File: src/rtl/lva_pkg.sv
package lva_pkg;
  typedef enum logic [2:0] {
    OP_NOP    = 3'd0,
    OP_SET_HI = 3'd1,
    OP_SET_LO = 3'd2,
    OP_CLEAR  = 3'd3,
    OP_ARM    = 3'd4
  } lva_op_e;
endpackage

File: src/rtl/lva_sync.sv
module lva_sync #(
  parameter int WIDTH  = 32,
  parameter int STAGES = 2
) (
  input  logic             clk,
  input  logic             rst_n,
  input  logic [WIDTH-1:0] async_i,
  output logic [WIDTH-1:0] sync_o
);
  logic [WIDTH-1:0] stage_q [STAGES];

  generate
    for (genvar s = 0; s < STAGES; s++) begin : g_stage
      if (s == 0) begin : g_first
        always_ff @(posedge clk or negedge rst_n) begin
          if (!rst_n) stage_q[s] <= '0;
          else        stage_q[s] <= async_i;
        end
      end else begin : g_next
        always_ff @(posedge clk or negedge rst_n) begin
          if (!rst_n) stage_q[s] <= '0;
          else        stage_q[s] <= stage_q[s-1];
        end
      end
    end
  endgenerate

  assign sync_o = stage_q[STAGES-1];
endmodule

File: src/rtl/lva_masks.sv
module lva_masks
  import lva_pkg::*;
#(
  parameter int WIDTH = 32
) (
  input  logic             clk,
  input  logic             rst_n,
  input  logic             cmd_take,
  input  lva_op_e          cmd_op,
  input  logic [WIDTH-1:0] cmd_arg,
  input  logic [WIDTH-1:0] data,
  output logic [WIDTH-1:0] hi_mask,
  output logic             cond,
  output logic             any
);
  logic [WIDTH-1:0] hi_q, lo_q;
  logic [WIDTH-1:0] hi_d, lo_d;

  always_comb begin
    hi_d = hi_q;
    lo_d = lo_q;
    if (cmd_take) begin
      unique case (cmd_op)
        OP_SET_HI: hi_d = hi_q | cmd_arg;
        OP_SET_LO: lo_d = lo_q | cmd_arg;
        OP_CLEAR: begin
          hi_d = hi_q & ~cmd_arg;
          lo_d = lo_q & ~cmd_arg;
        end
        default: ;
      endcase
    end
  end

  always_ff @(posedge clk or negedge rst_n) begin
    if (!rst_n) begin
      hi_q <= '0;
      lo_q <= '0;
    end else begin
      hi_q <= hi_d;
      lo_q <= lo_d;
    end
  end

  logic hit_high, hit_low;
  assign hit_high = |(data & hi_q);
  assign hit_low  = |(~data & lo_q);
  assign cond     = hit_high | hit_low;
  assign any      = |(hi_q | lo_q);
  assign hi_mask  = hi_q;
endmodule

File: src/rtl/lva_arm.sv
module lva_arm #(
  parameter int IRQ_W = 8
) (
  input  logic             clk,
  input  logic             rst_n,
  input  logic             arm_req,
  input  logic [IRQ_W-1:0] data,
  input  logic [IRQ_W-1:0] hi_mask,
  output logic [IRQ_W-1:0] en_o,
  output logic             irq_o
);
  logic [IRQ_W-1:0] en_q, pend, arm_bits, en_d;
  logic             irq_q;

  assign pend     = data & en_q;
  assign arm_bits = arm_req ? (~data & hi_mask) : '0;
  assign en_d     = (en_q & ~pend) | arm_bits;

  always_ff @(posedge clk or negedge rst_n) begin
    if (!rst_n) begin
      en_q  <= '0;
      irq_q <= 1'b0;
    end else begin
      en_q  <= en_d;
      irq_q <= |pend;
    end
  end

  assign en_o  = en_q;
  assign irq_o = irq_q;
endmodule

File: src/rtl/lvl_alarm_top.sv
module lvl_alarm_top
  import lva_pkg::*;
#(
  parameter int PORT_W      = 32,
  parameter int IRQ_W       = 8,
  parameter int SYNC_STAGES = 2
) (
  input  logic              clk,
  input  logic              rst_n,
  input  logic [PORT_W-1:0] pin_i,
  input  logic              cmd_valid_i,
  output logic              cmd_ready_o,
  input  logic [2:0]        cmd_op_i,
  input  logic [PORT_W-1:0] cmd_arg_i,
  input  logic              tick_i,
  output logic              alarm_o,
  output logic              any_o,
  output logic              wake_o,
  output logic              irq_o,
  output logic [IRQ_W-1:0]  irq_en_o
);
  logic [PORT_W-1:0] sync_data;
  logic [PORT_W-1:0] hi_mask;
  logic              cond, cmd_take, arm_req;
  lva_op_e           op;

  assign cmd_ready_o = 1'b1;
  assign cmd_take    = cmd_valid_i & cmd_ready_o;
  assign op          = lva_op_e'(cmd_op_i);
  assign arm_req     = cmd_take && (op == OP_ARM);

  lva_sync #(.WIDTH(PORT_W), .STAGES(SYNC_STAGES)) sync_i (
    .clk(clk), .rst_n(rst_n), .async_i(pin_i), .sync_o(sync_data)
  );

  lva_masks #(.WIDTH(PORT_W)) masks_i (
    .clk(clk), .rst_n(rst_n), .cmd_take(cmd_take), .cmd_op(op),
    .cmd_arg(cmd_arg_i), .data(sync_data), .hi_mask(hi_mask),
    .cond(cond), .any(any_o)
  );

  lva_arm #(.IRQ_W(IRQ_W)) arm_i (
    .clk(clk), .rst_n(rst_n), .arm_req(arm_req),
    .data(sync_data[IRQ_W-1:0]), .hi_mask(hi_mask[IRQ_W-1:0]),
    .en_o(irq_en_o), .irq_o(irq_o)
  );

  logic alarm_q, wake_q;
  always_ff @(posedge clk or negedge rst_n) begin
    if (!rst_n) begin
      alarm_q <= 1'b0;
      wake_q  <= 1'b0;
    end else begin
      alarm_q <= cond;
      wake_q  <= tick_i & cond;
    end
  end

  assign alarm_o = alarm_q;
  assign wake_o  = wake_q;
endmodule

File: config.mk
export PLATFORM = sky130hd
export DESIGN_NAME = lvl_alarm_top
export DESIGN_NICKNAME = d
export VERILOG_FILES = /design/src/rtl/lva_pkg.sv /design/src/rtl/lva_sync.sv /design/src/rtl/lva_masks.sv /design/src/rtl/lva_arm.sv /design/src/rtl/lvl_alarm_top.sv
export SDC_FILE = /design/constraint.sdc
export NUM_CORES = 1
export LEC_CHECK = 0
export CORE_MARGIN = 1
export CORE_UTILIZATION = 67
export CTS_BUF_LIST = sky130_fd_sc_hd__clkbuf_16
export CTS_CLUSTER_SIZE = 25
export DETAILED_ROUTE_END_ITERATION = 7
export DONT_BUFFER_PORTS = 1
export GPL_TIMING_DRIVEN = 0
export HOLD_SLACK_MARGIN = 0.12
export PLACE_DENSITY = 0.83
export SYNTH_ARGS = -nofsm -noshare
export SYNTH_HDL_FRONTEND = slang
export SYNTH_HIERARCHICAL = 1
export SYNTH_SLANG_ARGS = --single-unit
File: constraint.sdc
create_clock -name clk -period 5.63 [get_ports clk]
set_input_delay 0.563 -clock clk [delete_from_list [all_inputs] [get_ports clk]]
set_output_delay 0.563 -clock clk [all_outputs]
set_load 0.02 [all_outputs]
==> results by group <==
Status
  – Status: completed

Yosys
  – Avg Synthesized Cell Area: 11.0 µm²
  – Share of the synthesized area in the top cell type: 65.8%
  – Count of state elements after synthesis: 139
  – Synth cell types: 25
  – Commonest register cell after synthesis: dfrtp_1
  – Syn_nets: 550
  – Yosys top cell by area: dfrtp_1
  – Synthesized area: 0.00529 mm²
  – EDFF count, synth: 0
  – YS warnings: 6
  – Fraction of registers with async set or reset after synthesis: 100%
  – Sequential area share after synthesis: 65.8%
  – Synth top area cells: dfrtp_1 (66%), nand2_1 (7.8%), o21ai_0 (5.2%)
  – Synth Instances: 479

Drt
  – Initial DRC Count: 343
  – DR vias: 3807
  – WL/cell: 20.5 µm
  – Vias/cell: 6.20
  – Antenna Nets Post-Route: 0
  – DRC: 0
  – Drt total wl: 12.6 mm
  – Drt pass-1 iters: 6

Placed design
  – Final estimated routing congestion in global placement: 0.902
  – Setup WS pre-CTS: 3370 ps
  – DP HPWL: 8.29 mm
  – Port Buf Inserts: 0

GRT
  – Vias in the first global route: 3876
  – Largest net degree at the start of global routing: 140
  – Initial antenna violation count: 0
  – First-pass GRT wire length: 20.0 mm
  – Gr ovfl total: 0
  – GRT Util Overall: 33.4%

CTS
  – Clock Pin Slew Worst Setup and Hold Paths: 60 ps
  – Cts bufs inserted: 17
  – Clk buf depth: 2
  – TritonCTS clock tree: yes
  – Root buf cell: clkbuf_16
  – Number of H-tree levels: 4
  – Post-CTS Setup Repair Bufs: 0
  – Clk_lat worst skew: 410 ps
  – Clk sink count: 139

STA
  – FMAX: 0.371 GHz
  – Clock Skew: 5.95 ps
  – Min Tclk post-route: 2700 ps
  – Setup TNS: 0 ps
  – Endpoints failing hold: 0
  – Unrepaired setup endpoints after global routing: false
  – Slew @ Worst Pin: 650 ps
  – Slew Limit Fails: 0
  – Final setup violation count: 0
  – Worst setup margin: 2930 ps
  – Slew HR: 55.5%
  – Period utilization: 47.9%

Floorplanning
  – Ports: 84
  – Row Count: 32
  – DIE WIDTH: 90.8 µm
  – Initial Utilization: 68.8%
  – Die height: 90.8 µm
  – Die area: 0.00825 mm²
  – Core Area: 0.00769 mm²

Cells and area
  – # diodes: 0
  – Share of layout cells above drive strength 1: 13.3%
  – Nets: 570
  – P&R area growth vs syn: 14.7%

Worst setup path
  – CP Max Fanout: 3
  – Crit path DAT: 2140 ps
  – CP Class: reg2out
  – Type of origin of the critical path: flip-flop
  – CP endpoint kind: primary output
  – Reg-to-Reg Start: sync_i/sync_o[18]
  – Critical Path RT: 5070 ps

Power
  – Worst vdd ir: 0.368 mV
  – PwrDens: 431 mW/mm²
  – Leak: 2.68 nW

Worst hold path
  – Worst Hold Class: in2async

Run
  – Maximum capacitance violations: 0
==> cells in the mapped netlist, types with 5 or more instances <==
master / n
nand2_1: 110
o21ai_0: 55
nor2_1: 8
a2111oi_0: 8
dfrtp_1: 139
and2_1: 5
nor2b_1: 21
nor4_1: 16
clkbuf_1: 14
inv_1: 6
a22oi_1: 5
a21oi_1: 28
nand4_1: 9
buf_4: 33
==> area by class of cell <==
cell class | count | area [µm²]
Clock buffer | 17 | 425
Sequential cell | 139 | 3480
Clock inverter | 15 | 198
Tap cell | 102 | 128
Timing Repair Buffer | 1 | 27.5
Buffer | 48 | 312
Fill cell | 478 | 1620
Multi-Input combinational cell | 286 | 1470
Inverter | 6 | 22.5
==> logic make-up (layout without fill, tap and decap cells) <==
logic type | count (synthesis) | after routing | share of synthesized area [%]
compound gates | 105 | 105 | 11.4
buf+inv | 54 | 87 | 6.32
flops | 139 | 139 | 65.8
mux | 5 | 5 | 0.971
other cells | 1 | 1 | 0.0710
simple gates | 175 | 175 | 15.4
==> repair_timing <==
item,4_1_cts,5_1_grt
hold buffers,1,0
endpoints found under the setup margin,0,0
resized for setup,0,0
hold endpoints to repair,139,0
==> power breakdown <==
| group | leakage [nW] | internal [W] | switching (W) | total (W) |
|---|---|---|---|---|
| sequential | 1.68 | 0.00111 | 0.000106 | 0.00122 |
| clock | 0.303 | 0.000741 | 0.000424 | 0.00117 |
| combinational | 0.698 | 0.0000981 | 0.000130 | 0.000228 |
| total | 2.68 | 0.00195 | 0.000661 | 0.00261 |
==> metrics by stage <==
step	util, %	std cells	instance area (µm²)	hold slack, ps	total power (W)
global placement	70.4	581	5410	270	0.00142
CTS	78.9	614	6060	166	0.00262
detailed placement	70.4	581	5410	270	0.00143
global route	78.9	614	6060	160	0.00270
floorplan	-	479	5290	267	0.00135
finish	78.9	614	6060	120	0.00261
==> per-layer routing <==
metal  part of all wire [%]  GRT usage (%)  up-vias
li1                       -              -     1657
met1                     39           42.9     1908
met2                     50           54.5      219
met3                    8.6           9.34       23
met4                    2.6           13.2        0
met5                      0              0        -
==> worst paths after layout <==
path | to | slack (ps) | cells past startpoint
max reg2reg | wake_o | 3260 | 6
min reg2reg | sync_i/sync_o[29] | 350 | 0
min | arm_i/en_o[2] | 120 | 1
max in group asynchronous | async pin | 5010 | 1
min in group clk | sync_i/stage_q[47] | 180 | 0
max | any_o | 2930 | 3
==> layout by cell type (no fill, tap or decap), types with 5 or more instances in the layout <==
cell type / instances
nor2b_1: 21
a22oi_1: 5
nor2_1: 8
dfrtp_1: 139
inv_1: 6
nor4_1: 16
nand4_1: 9
and2_1: 5
o21ai_0: 55
a21oi_1: 28
nand2_1: 110
clkbuf_1: 14
clkbuf_16: 17
a2111oi_0: 8
buf_4: 33
==> critical path, stage by stage (launching register included) <==
cell and delay [ps]:
dfrtp_1 410, nor4_1 490, nand4_1 170, or4_1 650
Note: power is estimated with default switching activity, not from simulation.
